### src/rtl/dacr_pkg.sv
package dacr_pkg;

    localparam int unsigned ADDR_W    = 8;
    localparam int unsigned REG_DW    = 3;
    localparam logic [ADDR_W-1:0] CTL_ADDR = 8'h2D;
    localparam logic [ADDR_W-1:0] INP_ADDR = 8'h3A;

    // bit positions inside the two registers
    localparam int unsigned CTL_CVBS_BIT = 0;
    localparam int unsigned CTL_C_BIT    = 1;
    localparam int unsigned CTL_Y_BIT    = 2;
    localparam int unsigned INP_SD_BIT   = 0;
    localparam int unsigned INP_RGB_BIT  = 1;

    typedef struct packed {
        logic cvbs_en;
        logic chroma_en;
        logic luma_en;
        logic sd_mode;
        logic hd_rgb;
    } dacr_cfg_t;

    localparam dacr_cfg_t CFG_RESET = '{
        cvbs_en: 1'b1, chroma_en: 1'b1, luma_en: 1'b1,
        sd_mode: 1'b1, hd_rgb: 1'b1
    };

endpackage

### src/rtl/dacr_regdec.sv
module dacr_regdec
    import dacr_pkg::*;
(
    input  dacr_cfg_t                cfg_q,
    input  logic                     wr_en,
    input  logic [ADDR_W-1:0]        wr_addr,
    input  logic [REG_DW-1:0]        wr_data,
    output dacr_cfg_t                cfg_d
);
    always_comb begin
        cfg_d = cfg_q;
        if (wr_en) begin
            if (wr_addr == CTL_ADDR) begin
                cfg_d.cvbs_en   = wr_data[CTL_CVBS_BIT];
                cfg_d.chroma_en = wr_data[CTL_C_BIT];
                cfg_d.luma_en   = wr_data[CTL_Y_BIT];
            end else if (wr_addr == INP_ADDR) begin
                cfg_d.sd_mode   = wr_data[INP_SD_BIT];
                cfg_d.hd_rgb    = wr_data[INP_RGB_BIT];
            end
        end
    end
endmodule

### src/rtl/dacr_route.sv
module dacr_route
    import dacr_pkg::*;
#(
    parameter int unsigned DATA_W = 10
) (
    input  dacr_cfg_t          cfg,
    input  logic [DATA_W-1:0]  sd_cvbs,
    input  logic [DATA_W-1:0]  sd_y,
    input  logic [DATA_W-1:0]  sd_c,
    input  logic [DATA_W-1:0]  sd_rv,
    input  logic [DATA_W-1:0]  sd_gy,
    input  logic [DATA_W-1:0]  sd_bu,
    input  logic [DATA_W-1:0]  hd_lane0,
    input  logic [DATA_W-1:0]  hd_lane1,
    input  logic [DATA_W-1:0]  hd_lane2,
    input  logic [DATA_W-1:0]  sec_cvbs,
    input  logic [DATA_W-1:0]  sec_y,
    input  logic [DATA_W-1:0]  sec_c,
    output logic [DATA_W-1:0]  o1,
    output logic [DATA_W-1:0]  o2,
    output logic [DATA_W-1:0]  o3,
    output logic [DATA_W-1:0]  o4,
    output logic [DATA_W-1:0]  o5,
    output logic [DATA_W-1:0]  o6,
    output logic               conflict
);
    always_comb begin
        // converter 1 and 5 share the composite enable
        o1 = cfg.cvbs_en ? sd_cvbs  : sd_y;
        o5 = cfg.cvbs_en ? sec_cvbs : sec_y;
        o6 = sec_c;
        if (cfg.sd_mode) begin
            o2 = cfg.chroma_en ? sd_c : sd_rv;
            o3 = cfg.luma_en   ? sd_y : sd_gy;
            o4 = sd_bu;
        end else if (cfg.hd_rgb) begin
            // lanes hold G,B,R
            o2 = hd_lane2;
            o3 = hd_lane0;
            o4 = hd_lane1;
        end else begin
            // lanes hold Y,U,V
            o2 = hd_lane0;
            o3 = hd_lane1;
            o4 = hd_lane2;
        end
        conflict = !cfg.sd_mode && cfg.chroma_en;
    end
endmodule

### src/rtl/video_dac_router.sv
module video_dac_router
    import dacr_pkg::*;
#(
    parameter int unsigned DATA_W = 10
) (
    input  logic                clk,
    input  logic                rst_n,
    input  logic                wr_en,
    input  logic [7:0]          wr_addr,
    input  logic [2:0]          wr_data,
    input  logic [DATA_W-1:0]   sd_cvbs,
    input  logic [DATA_W-1:0]   sd_y,
    input  logic [DATA_W-1:0]   sd_c,
    input  logic [DATA_W-1:0]   sd_rv,
    input  logic [DATA_W-1:0]   sd_gy,
    input  logic [DATA_W-1:0]   sd_bu,
    input  logic [DATA_W-1:0]   hd_lane0,
    input  logic [DATA_W-1:0]   hd_lane1,
    input  logic [DATA_W-1:0]   hd_lane2,
    input  logic [DATA_W-1:0]   sec_cvbs,
    input  logic [DATA_W-1:0]   sec_y,
    input  logic [DATA_W-1:0]   sec_c,
    output logic [DATA_W-1:0]   dac1,
    output logic [DATA_W-1:0]   dac2,
    output logic [DATA_W-1:0]   dac3,
    output logic [DATA_W-1:0]   dac4,
    output logic [DATA_W-1:0]   dac5,
    output logic [DATA_W-1:0]   dac6,
    output logic                cfg_err
);
    localparam int unsigned NUM_DAC = 6;

    typedef struct packed {
        dacr_cfg_t                          cfg;
        logic [NUM_DAC-1:0][DATA_W-1:0]     dac;
        logic                               err;
    } state_t;

    state_t    st_d, st_q;
    dacr_cfg_t cfg_q, cfg_next;
    logic [NUM_DAC-1:0][DATA_W-1:0] route_w;
    logic      conflict_w;

    assign cfg_q = st_q.cfg;

    dacr_regdec u_regdec (
        .cfg_q   (cfg_q),
        .wr_en   (wr_en),
        .wr_addr (wr_addr),
        .wr_data (wr_data),
        .cfg_d   (cfg_next)
    );

    dacr_route #(.DATA_W(DATA_W)) u_route (
        .cfg      (cfg_next),
        .sd_cvbs  (sd_cvbs),
        .sd_y     (sd_y),
        .sd_c     (sd_c),
        .sd_rv    (sd_rv),
        .sd_gy    (sd_gy),
        .sd_bu    (sd_bu),
        .hd_lane0 (hd_lane0),
        .hd_lane1 (hd_lane1),
        .hd_lane2 (hd_lane2),
        .sec_cvbs (sec_cvbs),
        .sec_y    (sec_y),
        .sec_c    (sec_c),
        .o1       (route_w[0]),
        .o2       (route_w[1]),
        .o3       (route_w[2]),
        .o4       (route_w[3]),
        .o5       (route_w[4]),
        .o6       (route_w[5]),
        .conflict (conflict_w)
    );

    always_comb begin
        st_d     = st_q;
        st_d.cfg = cfg_next;
        st_d.err = st_q.err | conflict_w;
        for (int i = 0; i < NUM_DAC; i++) begin
            st_d.dac[i] = route_w[i];
        end
    end

    always_ff @(posedge clk or negedge rst_n) begin
        if (!rst_n) begin
            st_q.cfg <= CFG_RESET;
            st_q.dac <= '0;
            st_q.err <= 1'b0;
        end else begin
            st_q <= st_d;
        end
    end

    assign dac1    = st_q.dac[0];
    assign dac2    = st_q.dac[1];
    assign dac3    = st_q.dac[2];
    assign dac4    = st_q.dac[3];
    assign dac5    = st_q.dac[4];
    assign dac6    = st_q.dac[5];
    assign cfg_err = st_q.err;
endmodule

### config.mk
export PLATFORM = sky130hd
export DESIGN_NAME = video_dac_router
export DESIGN_NICKNAME = d
export VERILOG_FILES = /design/src/rtl/dacr_pkg.sv /design/src/rtl/dacr_regdec.sv /design/src/rtl/dacr_route.sv /design/src/rtl/video_dac_router.sv
export SDC_FILE = /design/constraint.sdc
export NUM_CORES = 1
export LEC_CHECK = 0
export BUFFER_PORTS_ARGS = -buffer_cell sky130_fd_sc_hd__buf_2
export CORE_ASPECT_RATIO = 1.2
export CORE_UTILIZATION = 45
export DETAILED_ROUTE_END_ITERATION = 10
export GPL_TIMING_DRIVEN = 0
export PLACE_DENSITY = 0.87
export SLEW_MARGIN = 40
export SYNTH_ARGS = -nofsm -noshare
export SYNTH_HDL_FRONTEND = slang
export SYNTH_SLANG_ARGS = --single-unit
### constraint.sdc
create_clock -name clk -period 2.65 [get_ports clk]
set_input_delay 0.3975 -clock clk [delete_from_list [all_inputs] [get_ports clk]]
set_output_delay 0.3975 -clock clk [all_outputs]
set_load 0.02 [all_outputs]
# After elaboration in Yosys (flattened, before gate mapping)
# Index checks and enable logic that the tools add are counted.
[word_totals]
wordCells = 31
register_bits = 66
out_inout_bits = 61
[op_classes]
n_eq_ne = 2
n_mux = 14
bitwise = 1
n_reduce_logical = 2
[op_table]
columns = ["operator", "n"]
rows = [
  ["$mux 10", 10],
  ["$eq 8x6->1 const B", 2],
  ["$mux 5", 1],
  ["$mux 2", 2],
  ["$mux 3", 1],
  ["$logic_and 1x1->1", 1],
  ["$logic_not 1->1", 1],
  ["$or 1x1->1", 1],
]

# Depth between registers and ports, before layout
[depth]
ltp_word = 7
ltp_mapped = 7
mapped_depth_nobuf = 4

# Modules after synthesis
# Synthesis repeated with hierarchy kept, for this count alone.
[hier_totals]
hier_cells = 211
hier_area_um2 = 2997.9
[modules_own_cells]
columns = ["module", "cells_per_inst", "n_inst", "seq_area_each_um2", "area_per_inst_um2"]
rows = [
  ["video_dac_router", 67, 1, 1657.8, 1664.1],
  ["dacr_route", 134, 1, 0.0, 1224.9],
  ["dacr_regdec", 10, 1, 0.0, 108.9],
]

# Worst setup path after synthesis
# Ideal clock, no wire load.
[synth_timing]
path_kind = "input-to-reg"
start = "input port wr_addr[6]"
end = "register st_q (netlist bit dac1[0])"
setup_ns = 0.128
setup_slack_ns = 0.794
path_stages = 6
t_arrival_ns = 1.728
n_path_buf = 2
path_cell_list = "nand4bb_1 clkbuf_1 nor3_2 mux2i_1 buf_4 mux2_1"
[synth_lines]
columns = ["item", "line", "source"]
rows = [
  ["start, declared", "video_dac_router.sv:9", "input logic [7:0] wr_addr,"],
  ["end signal, assigned", "video_dac_router.sv:92", "st_q <= st_d;"],
  ["end, declared", "video_dac_router.sv:39", "state_t st_d, st_q;"],
]

==> metrics.md <==
| Metric | Value |
|---|---|
| Root buf cell | `clkbuf_8` |
| Initial Util | `0.474` |
| Number of routed nets with antenna violations | `0` |
| Detailed Route Iter0 Violations | `between 200 and 250` |
| Core Region | `0.00698 mm2` |
| Top-Level Pins | `195` |
| Reg clk slew, reported paths | `80 ps` |
| Worst Tran Pin Value | `824 ps` |
| Finished Core Util | `0.669` |
| Final HPWL DP | `8280 um` |
| Ant diodes | `0` |
| Nets | `626` |
| CP Cell Sequence | `buf_2 -> nand4bb_1 -> clkbuf_1 -> nor3_2 -> mux2i_1 -> buf_4 -> mux2_1` |
| Final Hold Viols | `0` |
| Fillcell total | `579` |
| Average wire per standard cell | `around 18 um` |
| Total Neg Setup Slack | `0 ps` |
| Slew Limit Fails | `0` |
| #FFs+latches synth | `66` |
| FF-to-FF setup slack | `860 ps` |
| Syn_nets | `421` |
| Largest stage delay on the critical path | `between 300 and 400 ps` |
| R2R Path End | `dac2[9]` |
| Worst r2r src | `cfg_q[0]` |
| Yosys warning count | `0` |
| Crit. Startpoint | `wr_addr[6]` |
| Initial antenna violation count | `0` |
| Final Worst Setup Slack | `766 ps` |
| Biggest area consumer among synthesized cells | `dfrtp_1` |
| Crit share post-route | `0.711` |
| Pre-CTS setup slack | `450 ps` |
| Post-Syn Area | `about 0.0033 mm2` |
| CTS Hold Bufs | `0` |
| Largest cells by area after synthesis | `dfrtp_1 (46%), a32oi_1 (11%), mux2_1 (6.5%)` |
| Routed wl met2 | `5460 um` |
| First-pass GRT wire length | `15500 um` |
| Worst hold slack | `31.2 ps` |
| Sequential fraction of the synthesis area | `0.501` |
| Final WL | `10600 um` |
| Crit-path max FO | `10` |
| Leakage power | `2.22 nW` |
| Worst setup EP type | `flop` |
| CP endpoint | `dac5[0]` |
| Total of max-cap violations | `0` |
| Max IR drop VDD | `0.366 mV` |
| Mean area per synthesized cell | `11.5 um2` |
| Ratio of cells with drive above 1 in the final layout | `0.477` |
| Metal3 WL | `759 um` |
| CTS sink cnt | `66` |
| Vias in the first global route | `3146` |
| Die X-Extent | `80.3 um` |
| Cells after Synth | `287` |
| Vert. Die Dim | `between 90 and 100 um` |
| Crit-path slowest cell | `mux2_1` |
| Run status | `finished clean` |
| DR vias/cell | `between 5 and 6` |
| Slew HR | `0.450` |
| Worst-Skew Late Latency | `between 300 and 400 ps` |
| Crit-path leading delay family | `multiplexers` |
| Layout area overhead | `41.1%` |
| Setup Buffers After CTS | `0` |
| Num rows | `33` |
| RD Place Congestion | `0.924` |
| Clk_skew | `8.22 ps` |
| IO buf count | `194` |
| Highest metal layer with signal wires | `met4` |
| HP Class | `in -> async` |
| CTS tree | `built` |
| Setup violations, final | `0` |
| Clock Tree Buf Depth | `2` |
| Resized Gates After CTS | `0` |
| # DRC | `0` |
| Drt pass-1 iters | `4` |
| Netlist cell types | `34` |
| Die area | `between 0.007 and 0.008 mm2` |
| Largest net degree at the start of global routing | `67` |
| Top cell type's share of synthesized area | `0.461` |
| Vias | `3401` |
| Pwr dens | `between 600 and 700 mW/mm2` |
| Worst path required time | `2860 ps` |
| H-tree depth | `3` |
| Fin crit period | `1880 ps` |
| CP Class | `in -> reg` |
| Total GRT Usage | `0.274` |
| Grt ovf | `0` |
| Critical Path Source Type | `input port` |
| Cells on worst reg2reg path | `5` |
| CTS Buf Count | `9` |
| CP Depth | `7` |
| Number of buffers and inverters on the critical path | `3` |
| Routed length on met1 | `4130 um` |
| Achievable Freq | `between 500 and 600 MHz` |
| RSZ-0062 raised after global routing | `false` |
| Worst EP arrival | `2100 ps` |
## kinds of logic (layout without fill, tap and decap cells)
| family | count (synthesis) | in the layout | share of synthesized area |
|---|---|---|---|
| AO/OA/AOI/OAI | 117 | 117 | 0.259 |
| buffers and inverters | 45 | 255 | 0.0620 |
| flip-flops | 66 | 66 | 0.501 |
| multiplexers | 21 | 21 | 0.0711 |
| AND/OR/NAND/NOR | 38 | 38 | 0.107 |
## power by group
part           internal [mW]  leakage, nW  total [mW]  switching, mW
sequential              1.10        0.763        1.12         0.0235
clock                  0.726        0.131        1.13          0.405
combinational          0.247         1.33       0.592          0.346
## worst min-delay path by stage
stage	startpoint	end	slack, ps	cells after the start
after floorplan	rst_n	cfg_err	100	0
after global placement	cfg_err	cfg_err	450	1
after detailed placement	cfg_err	cfg_err	440	1
after CTS	sec_c[7]	dac6[7]	140	1
after global routing	rst_n	dac6[3]	90	1
final	rst_n	dac6[9]	30	1
## layout by cell type, fill, tap and decap left out, types with 3 or more instances in the layout
| cell type | count |
|---|---|
| a2bb2oi_1 | 10 |
| a32oi_1 | 40 |
| buf_2 | 201 |
| buf_4 | 3 |
| buf_6 | 3 |
| bufinv_16 | 4 |
| clkbuf_1 | 18 |
| clkbuf_8 | 9 |
| dfrtp_1 | 61 |
| dfstp_2 | 5 |
| inv_1 | 14 |
| mux2_1 | 19 |
| o21ai_0 | 41 |
| o21ai_1 | 9 |
| o311a_1 | 10 |
| or3b_1 | 20 |
## cell usage after synthesis (all sizes together)
master   count
and4b        2
a32oi       40
o31ai        2
nor3         1
mux2        20
a21o         1
nor4b        2
mux2i        1
and4bb       2
and4         1
nand4b       2
o31a         2
inv         15
clkbuf      17
nor4bb       1
a31oi        1
dfrtp       61
a31o         1
o21ai       50
or2          1
a2bb2oi     10
buf         13
nand2        2
o311a       10
dfstp        5
or3b        20
nand4bb      2
nand4        1
and2         1
## layer usage
metal / vias to the layer above / track usage
met4: 0 / 0.0997
li1: 1545 / -
met1: 1649 / 0.341
met2: 187 / 0.464
met5: - / 0
met3: 20 / 0.0626
## through the flow
stage                     power (mW)  cells  instance area (um2)
final                           2.84    584                 4670
after global routing            2.95    584                 4670
after CTS                       2.86    584                 4660
after detailed placement        1.73    568                 4390
after global placement          1.71    568                 4390
after floorplan                 1.45    287                 3310
## registers in the layout (all words and copies together) (netlist names)
register / cells
dac1: 10
dac2: 10
dac3: 10
dac4: 10
dac5: 10
dac6: 10
cfg_q: 5
cfg_err: 1
## area by class of cell
class	instances	area, um2	share of cell area
sequential	66	1660	0.355
multi-input combinational	176	1460	0.312
timing repair buffer	194	977	0.209
buffer	30	149	0.0319
clock inverter	6	138	0.0295
clock buffer	10	128	0.0273
tap	87	109	0.0233
inverter	15	56.3	0.0121
(Power assumes the default switching activity.)
